## src/rtl/ssm_pkg.sv

```systemverilog
// Package: shared types for the select-line management controller.
// Assumes nothing beyond the control bits listed in the struct.
package ssm_pkg;

    // Held control register contents
    typedef struct packed {
        logic en;
        logic master;
        logic swsel;
        logic isel;
        logic drive;
        logic pulse;
    } ssm_cfg_t;

    // Select-line management mode derived from the control bits
    typedef enum logic [1:0] {
        SEL_SOFT   = 2'd0,
        SEL_HW_OUT = 2'd1,
        SEL_HW_IN  = 2'd2
    } sel_mode_e;

    function automatic sel_mode_e sel_mode(input logic swsel, input logic drive);
        if (swsel)      return SEL_SOFT;
        else if (drive) return SEL_HW_OUT;
        else            return SEL_HW_IN;
    endfunction

endpackage

```

## src/rtl/ssm_cfg_reg.sv

```systemverilog
// Module: control register holder with sticky mode fault.
// Loads the control bits on a write. On a fault request it clears the
// master and enable bits and sets the fault flag. The fault is cleared
// by a status read followed by a write. Assumes fault_req is registered
// state derived logic, valid every cycle.
module ssm_cfg_reg
    import ssm_pkg::*;
(
    input  logic     clk,
    input  logic     rst_n,
    input  logic     wr,
    input  ssm_cfg_t wr_cfg,
    input  logic     rd,
    input  logic     fault_req,
    output ssm_cfg_t cfg_q,
    output logic     fault_q
);

    logic armed_q;

    // Register update: fault has priority over a write, a write over arming
    always_ff @(posedge clk) begin
        if (!rst_n) begin
            cfg_q   <= '0;
            fault_q <= 1'b0;
            armed_q <= 1'b0;
        end else if (fault_req) begin
            fault_q       <= 1'b1;
            cfg_q.master  <= 1'b0;
            cfg_q.en      <= 1'b0;
            armed_q       <= 1'b0;
        end else if (wr) begin
            cfg_q   <= wr_cfg;
            armed_q <= 1'b0;
            if (fault_q && !armed_q) cfg_q.en <= 1'b0;
            if (fault_q && armed_q)  fault_q  <= 1'b0;
        end else if (rd && fault_q) begin
            armed_q <= 1'b1;
        end
    end


    fault_blocks_en_chk: assert property (@(posedge clk) disable iff (!rst_n)
        fault_q |-> !cfg_q.en);


    fault_demotes_chk: assert property (@(posedge clk) disable iff (!rst_n)
        $rose(fault_q) |-> !cfg_q.master);


    fault_clear_needs_write_chk: assert property (@(posedge clk) disable iff (!rst_n)
        $fell(fault_q) |-> $past(wr));

endmodule

```

## src/rtl/ssm_sel_resolve.sv

```systemverilog
// Module: select-level resolver and fault detector.
// Synchronizes the pin and selects the effective select level for the
// current mode. Raises a fault request for a master that loses the bus,
// and produces the slave-selected gate. Assumes the pin is asynchronous
// to clk.
module ssm_sel_resolve
    import ssm_pkg::*;
#(
    parameter int SYNC_STAGES = 2
) (
    input  logic clk,
    input  logic rst_n,
    input  logic en,
    input  logic master,
    input  logic swsel,
    input  logic isel,
    input  logic drive,
    input  logic pin_i,
    output logic fault_req,
    output logic slave_sel
);

    localparam int LAST = SYNC_STAGES - 1;

    logic [SYNC_STAGES-1:0] sync_q;
    sel_mode_e mode;
    logic      eff_sel_n;

    generate
        for (genvar s = 0; s < SYNC_STAGES; s++) begin : g_sync
            // Synchronizer stage s, resets to the deselected (high) level
            always_ff @(posedge clk) begin
                if (!rst_n)      sync_q[s] <= 1'b1;
                else if (s == 0) sync_q[s] <= pin_i;
                else             sync_q[s] <= sync_q[(s > 0) ? s - 1 : 0];
            end
        end
    endgenerate

    // Effective select level and fault request for the current mode
    always_comb begin
        mode      = sel_mode(swsel, drive);
        eff_sel_n = 1'b1;
        fault_req = 1'b0;
        unique case (mode)
            SEL_SOFT: begin
                eff_sel_n = isel;
                fault_req = en && master && !isel;
            end
            SEL_HW_IN: begin
                eff_sel_n = sync_q[LAST];
                fault_req = en && master && !sync_q[LAST];
            end
            default: begin
                eff_sel_n = master ? !en : sync_q[LAST];
            end
        endcase
        slave_sel = en && !master && !eff_sel_n;
    end


    slave_sel_only_slave_chk: assert property (@(posedge clk) disable iff (!rst_n)
        slave_sel |-> (!master && en));


    soft_high_no_fault_chk: assert property (@(posedge clk) disable iff (!rst_n)
        (swsel && isel) |-> !fault_req);

endmodule

```

## src/rtl/ssm_pin_drv.sv

```systemverilog
// Module: select-pin driver with inter-frame pulse.
// Drives the pin only for a master in hardware output mode: low while
// enabled, high while disabled. In pulse mode it raises the pin for one
// SPI clock period between back-to-back frames. Assumes sck_tick is a
// single-cycle strobe once per SPI clock period.
module ssm_pin_drv (
    input  logic clk,
    input  logic rst_n,
    input  logic out_act,
    input  logic en,
    input  logic pulse_mode,
    input  logic frame_end,
    input  logic frame_more,
    input  logic sck_tick,
    output logic pin_o,
    output logic pin_oe
);

    logic pend_q;
    logic hi_q;

    // Pulse sequencer: arm at a boundary, rise at next tick, fall at the one after
    always_ff @(posedge clk) begin
        if (!rst_n || !out_act || !en) begin
            pend_q <= 1'b0;
            hi_q   <= 1'b0;
        end else begin
            if (frame_end && frame_more && pulse_mode) pend_q <= 1'b1;
            if (sck_tick) begin
                if (hi_q) begin
                    hi_q <= 1'b0;
                end else if (pend_q) begin
                    hi_q   <= 1'b1;
                    pend_q <= 1'b0;
                end
            end
        end
    end

    // Pin level and output enable
    always_comb begin
        pin_oe = out_act;
        pin_o  = out_act ? (!en || hi_q) : 1'b1;
    end


    drive_high_when_off_chk: assert property (@(posedge clk) disable iff (!rst_n)
        (pin_oe && !en) |-> pin_o);


    pulse_width_chk: assert property (@(posedge clk) disable iff (!rst_n)
        ($rose(hi_q) && !sck_tick && en && out_act) |=> hi_q);


    undriven_idle_high_chk: assert property (@(posedge clk) disable iff (!rst_n)
        !pin_oe |-> pin_o);

endmodule

```

## src/rtl/spi_sel_ctrl.sv

```systemverilog
// Module: top of the select-line management controller.
// Ties together the control register holder, the select resolver and the
// pin driver. Assumes the shift engine provides frame_end, frame_more and
// sck_tick in the clk domain.
module spi_sel_ctrl
    import ssm_pkg::*;
#(
    parameter int SYNC_STAGES = 2
) (
    input  logic clk,
    input  logic rst_n,
    input  logic cfg_wr,
    input  logic cfg_en,
    input  logic cfg_master,
    input  logic cfg_swsel,
    input  logic cfg_isel,
    input  logic cfg_drive,
    input  logic cfg_pulse,
    input  logic stat_rd,
    input  logic frame_end,
    input  logic frame_more,
    input  logic sck_tick,
    input  logic ss_pin_i,
    output logic ss_pin_o,
    output logic ss_pin_oe,
    output logic slave_sel,
    output logic master_o,
    output logic enable_o,
    output logic fault_o
);

    ssm_cfg_t wr_cfg;
    ssm_cfg_t cfg_q;
    logic     fault_req;
    logic     out_act;

    // Pack the write data and decide whether the pin is an output
    always_comb begin
        wr_cfg  = '{en: cfg_en, master: cfg_master, swsel: cfg_swsel,
                    isel: cfg_isel, drive: cfg_drive, pulse: cfg_pulse};
        out_act = cfg_q.master && (sel_mode(cfg_q.swsel, cfg_q.drive) == SEL_HW_OUT);
    end

    ssm_cfg_reg u_cfg (
        .clk       (clk),
        .rst_n     (rst_n),
        .wr        (cfg_wr),
        .wr_cfg    (wr_cfg),
        .rd        (stat_rd),
        .fault_req (fault_req),
        .cfg_q     (cfg_q),
        .fault_q   (fault_o)
    );

    ssm_sel_resolve #(.SYNC_STAGES(SYNC_STAGES)) u_res (
        .clk       (clk),
        .rst_n     (rst_n),
        .en        (cfg_q.en),
        .master    (cfg_q.master),
        .swsel     (cfg_q.swsel),
        .isel      (cfg_q.isel),
        .drive     (cfg_q.drive),
        .pin_i     (ss_pin_i),
        .fault_req (fault_req),
        .slave_sel (slave_sel)
    );

    ssm_pin_drv u_drv (
        .clk        (clk),
        .rst_n      (rst_n),
        .out_act    (out_act),
        .en         (cfg_q.en),
        .pulse_mode (cfg_q.pulse),
        .frame_end  (frame_end),
        .frame_more (frame_more),
        .sck_tick   (sck_tick),
        .pin_o      (ss_pin_o),
        .pin_oe     (ss_pin_oe)
    );

    assign master_o = cfg_q.master;
    assign enable_o = cfg_q.en;


    slave_never_drives_chk: assert property (@(posedge clk) disable iff (!rst_n)
        !master_o |-> !ss_pin_oe);


    hw_in_undriven_chk: assert property (@(posedge clk) disable iff (!rst_n)
        (master_o && !cfg_q.swsel && !cfg_q.drive) |-> !ss_pin_oe);

endmodule

```

## config.mk

```make
export PLATFORM = sky130hd
export DESIGN_NAME = spi_sel_ctrl
export DESIGN_NICKNAME = d
export VERILOG_FILES = /design/src/rtl/ssm_pkg.sv /design/src/rtl/ssm_cfg_reg.sv /design/src/rtl/ssm_sel_resolve.sv /design/src/rtl/ssm_pin_drv.sv /design/src/rtl/spi_sel_ctrl.sv
export SDC_FILE = /design/constraint.sdc
export NUM_CORES = 1
export LEC_CHECK = 0
export BUFFER_PORTS_ARGS = -buffer_cell sky130_fd_sc_hd__buf_2
export CAP_MARGIN = 30
export CORE_AREA = 2 2 39 41
export CTS_BUF_LIST = sky130_fd_sc_hd__clkbuf_8
export CTS_CLUSTER_DIAMETER = 200
export DETAILED_ROUTE_END_ITERATION = 10
export DIE_AREA = 0 0 41 43
export PLACE_DENSITY = 0.66
export SLEW_MARGIN = 20
export SYNTH_ARGS = -nofsm -noshare
export SYNTH_HDL_FRONTEND = slang
export SYNTH_HIERARCHICAL = 1
export SYNTH_SLANG_ARGS = --single-unit
export TNS_END_PERCENT = 100
```

## constraint.sdc

```tcl
create_clock -name clk -period 4.1 [get_ports clk]
set_clock_uncertainty 0.15 [all_clocks]
set_input_delay 0.615 -clock clk [delete_from_list [all_inputs] [get_ports clk]]
set_output_delay 0.615 -clock clk [all_outputs]
set_load 0.05 [all_outputs]
```

==> flow_summary.json, run 1 <==
{
  "synth_nets": 66,
  "fin_hold_ws_ps": 270,
  "setup_viol": 0,
  "via_count": 419,
  "slowest_delay_ps": 330,
  "hold_path_depth": 1,
  "dp_slack_ps": 2310,
  "seqCellArea_um2": 240,
  "ctsResizeCount": 0,
  "first_pass_iters": 4,
  "cts_max_level": 1,
  "hold_violations": 0,
  "ys.warnings.count": 6,
  "dieArea_um2": 1760,
  "ys_seq_elements": 12,
  "rsz0062_at_grt": "no",
  "synth_area_leaders": "dfxtp_1, mux2i_1, nand2b_1",
  "synth_top_area_cell": "dfxtp_1",
  "ant_nets": 0,
  "status": "finished, final reports clean",
  "cts_hold_buf": 0,
  "fin_total_pwr_mw": 0.279,
  "rows": 14,
  "cp_max_fo": 5,
  "criticalPathCategory": "reg2out",
  "endpoint_kind": "primary output",
  "synth.most_common_cell": "dfxtp_1",
  "slew_violations": 0,
  "clock-sinks": 12,
  "max-cap-violations": 0,
  "cp_slowest_cell": "dfxtp_1",
  "netlist_area_um2": 519,
  "antenna_found_initial": 0,
  "worstRegToRegCells": 5,
  "required_ps": 3340,
  "cts_buffer_depth": 2,
  "core-area_um2": 1380,
  "cts_buffers": 3,
  "synth-main-ff-cell": "dfxtp_1",
  "synth_top_cell_area_share_pct": 46.3,
  "cpLargestDelayFamily": "flip-flops",
  "ir_worst_vdd_mv": 0.260,
  "relSlewSlack_pct": 83.3,
  "multi_input_area_um2": 260,
  "powerDensity_nw_per_um2": 416,
  "drcViolationCount": 0,
  "wl_um": 914,
  "grt_usage_pct": 13.8,
  "dp_hpwl_um": 694,
  "avgSynthCellArea_um2": 9.99,
  "finalSetupTns_ps": 0,
  "ys_async_sr_fraction_pct": 0,
  "startpoint_type": "flip-flop",
  "critPathBufInv": 1,
  "grt_max_degree": 10,
  "drive_gt1_share_pct": 37.0,
  "die_h_um": 43,
  "worstHoldPathType": "reg2reg",
  "synth.top_cells.by_count": "dfxtp_1, nand2b_1, a21oi_1, mux2i_1, nor2b_1",
  "grt_pass1_wl_mm": 1.53,
  "worst_pin_slew_ps": 252,
  "reg2reg_to": "u_cfg/cfg_q[1]$_SDFFE_PN0P_",
  "clk_pin_slew_ps": 50,
  "ios": 20,
  "numPortBuffers": 19,
  "synth_edf_count": 0,
  "synth_cell_types": 21,
  "leakage_nw": 0.287,
  "fin_nets": 88,
  "dr.first_iter.drc_count": 4,
  "fill_cells": 146,
  "fp.dieW_um": 41,
  "r2r-start": "u_cfg/cfg_q[3]$_SDFFE_PN0P_",
  "yosysSeqAreaShare_pct": 46.3,
  "clock-root-buffer": "clkbuf_8",
  "finalCriticalPeriod_ps": 2050,
  "worstPathCellList": "or2_2 -> a21oi_1 -> buf_2",
  "place.gp.congestion": 0.660,
  "area_delta_synth_final_pct": 29.2,
  "avgRoutedWirePerCell_um": 10.3,
  "r2r_slack_ps": 2460,
  "diodes": 0,
  "fin_ws_ps": 2050,
  "start_util_pct": 37.5,
  "cts_tree": "yes",
  "synthCells": 52,
  "clk_latency_ps": 240,
  "gr-total-overflow": 0,
  "whs_endpoint": "u_res/sync_q[1]$_SDFF_PN1_",
  "arrival_ps": 1280,
  "fmax_mhz": 489,
  "grt_pass1_vias": 380,
  "cts_setup_buffers": 0,
  "via_per_inst": 4.71,
  "hold_start": "u_res/sync_q[0]$_SDFF_PN1_",
  "post-route-util_pct": 48.5,
  "post-route-period-util_pct": 49.9
}
-- flip-flops by register name (all words and copies together), names as in the netlist --
| signal | count |
|---|---|
| u_drv/pend_q | 1 |
| u_drv/hi_q | 1 |
| u_cfg/cfg_q | 6 |
| u_cfg/armed_q | 1 |
| u_cfg/fault_q | 1 |
| u_res/sync_q | 2 |
-- logic make-up (layout without fill, tap and decap cells) --
group | count (synthesis) | count (layout) | synth area share, %
muxes | 5 | 5 | 9.64
buffers and inverters | 2 | 23 | 3.61
and+or+nand+nor | 26 | 26 | 32.8
DFF | 12 | 12 | 46.3
AOI/OAI and AO/OA | 7 | 7 | 7.71
-- where the power goes --
part,switching [mW],internal (mW),leakage (nW)
Sequential,0.00319,0.121,0.0984
Clock,0.0433,0.0848,0.0288
Combinational,0.0143,0.0122,0.160
-- layer usage --
metal	up-vias	GRT usage, %	part of all wire, %
met2	12	18.1	46
met3	4	4.71	4.9
met1	185	15.8	44
li1	218	-	-
met4	0	14.0	4.7
met5	-	0	0
-- per-stage QoR --
stage          instances  cell area (um^2)
2_1_floorplan         52               519
3_3_place_gp          85               616
3_5_place_dp          85               616
4_1_cts               89               671
5_1_grt               89               671
6_report              89               671
-- cells in the final DEF, fill, tap and decap left out --
cell,netlist,routed
and2b_1,1,1
nor3b_2,1,1
dfxtp_1,12,12
nor2_1,1,1
nand3_1,1,1
nand3b_1,2,2
or3_1,1,1
and3b_1,1,1
or2_2,1,1
nor3_1,1,1
clkbuf_8,0,4
nand2_1,2,2
a21oi_1,5,5
nand2b_1,7,7
a21oi_2,1,1
a31oi_1,1,1
buf_2,0,19
nand3_2,1,1
or2b_1,1,1
mux2i_1,5,5
nor2b_1,5,5
-- layout make-up --
| type | count | area share, % |
|---|---|---|
| Timing Repair Buffer | 19 | 14.2 |
| Tap cell | 16 | 2.99 |
| Clock buffer | 4 | 8.21 |
| Multi-Input combinational cell | 38 | 38.8 |
| Sequential cell | 12 | 35.8 |
-- worst reg2reg max path, cell delays in order, from the launching register on --
cell     delay [ps]
dfxtp_1         330
or3_1           380
a21oi_2         180
and2b_1         270
mux2i_1         170
nor2b_1          60
-- how the worst max path moves through the flow --
stage	slack [ps]	endpoint	depth (start not counted)	from
floorplan	1770	slave_sel	2	u_cfg/cfg_q[5]$_SDFFE_PP0P_
global placement	2330	slave_sel	3	u_cfg/cfg_q[3]$_SDFFE_PN0P_
detailed placement	2310	slave_sel	3	u_cfg/cfg_q[3]$_SDFFE_PN0P_
CTS	2040	slave_sel	3	u_cfg/cfg_q[3]$_SDFFE_PN0P_
global route	1990	slave_sel	3	u_cfg/cfg_q[3]$_SDFFE_PN0P_
finish	2050	slave_sel	3	u_cfg/cfg_q[3]$_SDFFE_PN0P_
No activity file was read; power rests on OpenSTA's default activity.
==> run 2, diff against run 1 <==
--- a/config.mk
+++ b/config.mk
@@ -12,7 +12,7 @@
 export CTS_CLUSTER_DIAMETER = 200
 export DETAILED_ROUTE_END_ITERATION = 10
 export DIE_AREA = 0 0 41 43
-export PLACE_DENSITY = 0.66
+export PLACE_DENSITY = 0.69
 export SLEW_MARGIN = 20
 export SYNTH_ARGS = -nofsm -noshare
 export SYNTH_HDL_FRONTEND = slang
==> constraint.sdc (replaced) <==
create_clock -name clk -period 1.8 [get_ports clk]
set_clock_uncertainty 0.15 [all_clocks]
set_input_delay 0.27 -clock clk [delete_from_list [all_inputs] [get_ports clk]]
set_output_delay 0.27 -clock clk [all_outputs]
set_load 0.05 [all_outputs]
==> run 2 against run 1 <==
- sequential cell count unchanged
- critical path depth unchanged
- worst setup slack worse by 1900 ps
- hold slack worse by 210 ps
- cell count unchanged
- non-clock buffer count unchanged
- final area up 0.56%
- combinational power up 130%
- power up 130%
- sequential share of layout area down 0.20 points
- first-iteration DRC count down 50%
- critical endpoint unchanged
- largest power group unchanged
==> flow_summary.json, run 2 (synthesis gave the netlist of run 1 again) <==
{
  "rows": 14,
  "cts_buffers": 3,
  "relSlewSlack_pct": 83.4,
  "drive_gt1_share_pct": 38.4,
  "fmax_mhz": 592,
  "ios": 20,
  "worstRegToRegCells": 5,
  "via_per_inst": 4.58,
  "avgRoutedWirePerCell_um": 10.1,
  "fin_hold_ws_ps": 62.4,
  "cts_hold_buf": 0,
  "rsz0062_at_grt": "no",
  "cts_max_level": 1,
  "ctsResizeCount": 0,
  "largest_reg_flops": 6,
  "finalCriticalPeriod_ps": 1690,
  "die_h_um": 43,
  "dp_hpwl_um": 702,
  "grt_usage_pct": 12.9,
  "fin_total_pwr_mw": 0.630,
  "gr-total-overflow": 0,
  "post-route-period-util_pct": 93.9,
  "r2r-start": "u_cfg/cfg_q[3]$_SDFFE_PN0P_",
  "fp.dieW_um": 41,
  "cts_tree": "yes",
  "hold_path_depth": 2,
  "place_area_um2": 619,
  "via_count": 408,
  "antenna_found_initial": 0,
  "startpoint_type": "flip-flop",
  "clk_pin_slew_ps": 50,
  "crit_start": "u_cfg/cfg_q[3]$_SDFFE_PN0P_",
  "status": "finished, final reports clean",
  "criticalPathCategory": "reg2out",
  "cts_setup_buffers": 0,
  "diodes": 0,
  "max-cap-violations": 0,
  "slowest_delay_ps": 370,
  "grt_pass1_vias": 398,
  "numPortBuffers": 19,
  "clock-sinks": 12,
  "arrival_ps": 1270,
  "fill_cells": 148,
  "cts_buffer_depth": 2,
  "ir_worst_vdd_mv": 0.695,
  "core-area_um2": 1380,
  "setup_viol": 0,
  "layout_commonest_cell": "buf_2",
  "dieArea_um2": 1760,
  "cp_max_fo": 5,
  "start_util_pct": 37.5,
  "leakage_nw": 0.287,
  "fin_nets": 88,
  "final_cell_mix": "buf_2, dfxtp_1, nand2b_1",
  "endpoint_kind": "primary output",
  "cp_slowest_cell": "dfxtp_1",
  "wl_um": 900,
  "dr.first_iter.drc_count": 2,
  "clk_latency_ps": 230,
  "clock-root-buffer": "clkbuf_8",
  "hold_violations": 0,
  "worst_pin_slew_ps": 251,
  "grt_pass1_wl_mm": 1.59,
  "slew_violations": 0,
  "top_regs": "u_cfg/cfg_q: 6 flops, u_res/sync_q: 2 flops",
  "hold_start": "ss_pin_i",
  "drcViolationCount": 0,
  "finalSetupTns_ps": 0,
  "ant_nets": 0,
  "area_delta_synth_final_pct": 29.9,
  "design_area_um2": 674,
  "grt_max_degree": 10,
  "required_ps": 1380,
  "worstHoldPathType": "in2reg",
  "place.gp.congestion": 0.709,
  "regMostFlops": "u_cfg/cfg_q",
  "worstPathCellList": "or2b_1 -> a21oi_2 -> buf_2",
  "powerDensity_nw_per_um2": 935,
  "first_pass_iters": 3
}
==> run 2: cell counts in the layout (fill, tap and decap cells not counted) <==
Identical to the previous run, type by type.
==> run 2: layout make-up <==
type                    instances  area, um^2  area share (%)
multi-input cells              38         264            39.1
flip-flops and latches         12         240            35.6
repair buffers                 19        95.1            14.1
clock buffers                   4        55.1            8.16
well taps                      16        20.0            2.97
==> run 2: critical path: cells and delay by family (launching register included) <==
kind                   cells  cell delay [ps]
AO/OA/AOI/OAI              1              120
buffers and inverters      1              270
flip-flops                 1              370
AND/OR/NAND/NOR            1              280
==> run 2: metal layers <==
layer | vias to the layer above | routed length, um | global-route usage, %
met5 | - | 0 | 0
met4 | 0 | 0 | 2.00
met3 | 0 | 60 | 4.71
met2 | 13 | 423 | 19.4
met1 | 174 | 416 | 17.6
li1 | 221 | - | -
==> run 2: final timing paths <==
| check | to | slack (ps) |
|---|---|---|
| max | slave_sel | 110 |
| min reg2reg | u_res/sync_q[1]$_SDFF_PN1_ | 260 |
| max reg2reg | u_cfg/cfg_q[2]$_SDFFE_PN0P_ | 150 |
| min | u_res/sync_q[0]$_SDFF_PN1_ | 60 |
==> run 2: metrics by stage <==
step	utilization, %	instances	setup slack [ps]
2_1_floorplan	-	52	46.4
3_3_place_gp	44.8	85	186
3_5_place_dp	44.8	85	160
4_1_cts	48.7	89	97.0
5_1_grt	48.7	89	27.5
6_report	48.7	89	109
==> run 2: where the power goes <==
group	internal, mW	total, mW	switching [mW]
registers	0.276	0.284	0.00795
clock network	0.193	0.285	0.0923
logic	0.0279	0.0611	0.0332
total	0.497	0.630	0.134
==> run 3, diff against run 2 <==
--- a/config.mk
+++ b/config.mk
@@ -12,10 +12,10 @@
 export CTS_CLUSTER_DIAMETER = 200
 export DETAILED_ROUTE_END_ITERATION = 10
 export DIE_AREA = 0 0 41 43
-export PLACE_DENSITY = 0.69
+export PLACE_DENSITY = 0.71
+export SETUP_SLACK_MARGIN = 0.5
 export SLEW_MARGIN = 20
 export SYNTH_ARGS = -nofsm -noshare
 export SYNTH_HDL_FRONTEND = slang
-export SYNTH_HIERARCHICAL = 1
 export SYNTH_SLANG_ARGS = --single-unit
 export TNS_END_PERCENT = 100
==> run 3 against run 2 <==
- synthesized cell count grew 17%
- worst setup slack worse by 150 ps
- die area is the same
- highest routed layer is now met4
- the run now ends with negative setup slack left
- final area rose by 33%
- fmax shrank 7.9%
- global-route usage is 5.7 points higher
- critical endpoint is now u_cfg.cfg_q[2]$_SDFFE_PN0P_
- cell count is 19% higher
- via count increased by 38%
- sequential share of layout area shrank 7.9 points
- critical path type is now reg2reg
- sequential cell count unchanged
- register-to-register slack lost 190 ps
==> flow_summary.json, run 3 <==
{
  "status": "complete, but fails checks",
  "violations": "negative setup slack",
  "top_regs": "u_cfg.cfg_q: 6 flops, u_res.sync_q: 2 flops",
  "post-route-period-util_pct": 102,
  "hold_violations": 0,
  "via_per_inst": 5.33,
  "avgSynthCellArea_um2": 8.90,
  "ant_nets": 0,
  "yosysSeqAreaShare_pct": 44.2,
  "startpoint_type": "flip-flop",
  "start_util_pct": 39.2,
  "synth_nets": 75,
  "place.gp.congestion": 0.723,
  "dp_hpwl_um": 777,
  "synth_cell_types": 25,
  "ys.warnings.count": 0,
  "synth_top_cell_area_share_pct": 44.2,
  "leakage_nw": 0.356,
  "place_area_um2": 673,
  "ir_worst_vdd_mv": 0.415,
  "synth_top_family_by_area": "simple AND/OR/NAND/NOR gates",
  "synthCells": 61,
  "grt_usage_pct": 18.6,
  "drcViolationCount": 0,
  "clock-sinks": 12,
  "netlist_area_um2": 543,
  "synthMuxAreaShare_pct": 7.60,
  "fin_ws_ps": -36.1,
  "rows": 14,
  "antenna_found_initial": 0,
  "fmax_mhz": 545,
  "cpLargestDelayFamily": "simple AND/OR/NAND/NOR gates",
  "required_ps": 1820,
  "criticalPathCategory": "reg2reg",
  "synth_edf_count": 0,
  "synth_top_area_cell": "dfxtp_1",
  "synth-main-ff-cell": "dfxtp_1",
  "synth_compound_area_share_pct": 17.1,
  "clock-root-buffer": "clkbuf_8",
  "grt_pass1_wl_mm": 2.13,
  "hold_path_depth": 2,
  "final_cell_mix": "buf_2, dfxtp_1, buf_4",
  "wl_mm": 1.67,
  "dp_slack_ps": 175,
  "fin_nets": 105,
  "fp.dieW_um": 41,
  "largest_reg_flops": 6,
  "design_area_um2": 898,
  "crit_cells": 5,
  "ys_async_sr_fraction_pct": 0,
  "powerDensity_nw_per_um2": 783,
  "gr-total-overflow": 0,
  "grt_max_degree": 13,
  "arrival_ps": 1850,
  "endpoint_kind": "flip-flop",
  "cp_max_fo": 5,
  "synth.top_cells.by_count": "dfxtp_1, nand2_1, a31oi_1",
  "layout_commonest_cell": "buf_2",
  "slowest_delay_ps": 420,
  "clk_latency_ps": 240,
  "ios": 20,
  "cts_buffers": 3,
  "slew_violations": 0,
  "numPortBuffers": 19,
  "worstPathCellList": "buf_4 -> buf_6 -> or3_4 -> or3_4 -> a31oi_4",
  "yosys.area_share.simple_pct": 28.3,
  "dieArea_um2": 1760,
  "layout.cells.non_filler": 106,
  "synthXorXnorAreaFrac_pct": 0,
  "critPathBufInv": 2,
  "dp.cells": 94,
  "dr.first_iter.drc_count": 6,
  "finalCriticalPeriod_ps": 1840,
  "ys_seq_elements": 12,
  "worstRegToRegCells": 5,
  "cts_max_level": 1,
  "rsz0062_at_grt": "yes",
  "worstHoldPathType": "in2reg",
  "cts_tree": "yes",
  "area_delta_synth_final_pct": 65.4,
  "relSlewSlack_pct": 75.1,
  "diodes": 0,
  "cp_slowest_cell": "or3_4",
  "max-cap-violations": 0,
  "core-area_um2": 1380,
  "grt_pass1_vias": 514,
  "avgRoutedWirePerCell_um": 15.7,
  "via_count": 565,
  "first_pass_iters": 4,
  "clk_pin_slew_ps": 60,
  "cpMostUsedCell": "or3_4",
  "cts_buffer_depth": 2,
  "synthAdderAreaFrac_pct": 0,
  "setup_viol": 2,
  "regMostFlops": "u_cfg.cfg_q",
  "synth.most_common_cell": "dfxtp_1",
  "worst_pin_slew_ps": 371,
  "drive_gt1_share_pct": 52.2,
  "die_h_um": 43,
  "synth_area_leaders": "dfxtp_1, a31oi_1, mux2i_1"
}
run 3: changes by cell type after synthesis, moves of 3 or more:
cell,previous run,this run
nand2_1,2,7
a31oi_1,1,5
nand2b_1,7,3
a21oi_1,5,2
nor2b_1,5,2
o21a_1,0,3
run 3: cell families after synthesis:
group                  count (synthesis)
AND/OR/NAND/NOR                       27
buffers and inverters                  4
flip-flops                            12
AO/OA/AOI/OAI                         14
multiplexers                           4
run 3: per-stage QoR:
step | hold slack [ps] | util, % | power (mW) | TNS [ps]
3_5_place_dp | 247 | 48.6 | 0.367 | 0
6_report | 51.1 | 64.9 | 0.704 | -57.4
3_3_place_gp | 242 | 48.6 | 0.366 | 0
5_1_grt | 75.4 | 64.9 | 0.729 | -98.5
2_1_floorplan | 221 | - | 0.342 | 0
4_1_cts | 51.6 | 59.1 | 0.683 | 0
run 3: layout make-up:
| cell class | instances | area [um^2] |
|---|---|---|
| fill | 100 | 485 |
| multi-input combinational | 45 | 370 |
| clock buffer | 4 | 55.1 |
| timing repair buffer | 27 | 196 |
| sequential | 12 | 249 |
| tap | 16 | 20.0 |
| inverter | 2 | 7.51 |
run 3: path summary, 6_finish.rpt:
| path | startpoint | end | slack, ps |
|---|---|---|---|
| max | u_cfg.cfg_q[3]$_SDFFE_PN0P_ | u_cfg.cfg_q[2]$_SDFFE_PN0P_ | -40 |
| min | ss_pin_i | u_res.sync_q[0]$_SDFF_PN1_ | 50 |
| max reg2reg | u_cfg.cfg_q[3]$_SDFFE_PN0P_ | u_cfg.cfg_q[2]$_SDFFE_PN0P_ | -40 |
| min reg2reg | u_res.sync_q[0]$_SDFF_PN1_ | u_res.sync_q[1]$_SDFF_PN1_ | 260 |
run 3: routing by layer:
metal / share of wire, % / track usage, %
met5: 0 / 0
met3: 2.1 / 3.66
met1: 43 / 18.2
met4: 0.84 / 16.0
met2: 54 / 30.6
run 3: what timing repair did:
item	CTS	global route
setup buffers	5	3
resized for setup	13	12
endpoints found under the setup margin	13	11
pin swaps	4	9
gates cloned	0	0
hold endpoints to repair	0	0
hold buffers	0	0
run 3: report_power, final:
| group | internal [mW] | leakage (nW) | switching [mW] |
|---|---|---|---|
| Sequential | 0.277 | 0.100 | 0.0123 |
| Combinational | 0.0541 | 0.227 | 0.0590 |
| Clock | 0.194 | 0.0288 | 0.108 |
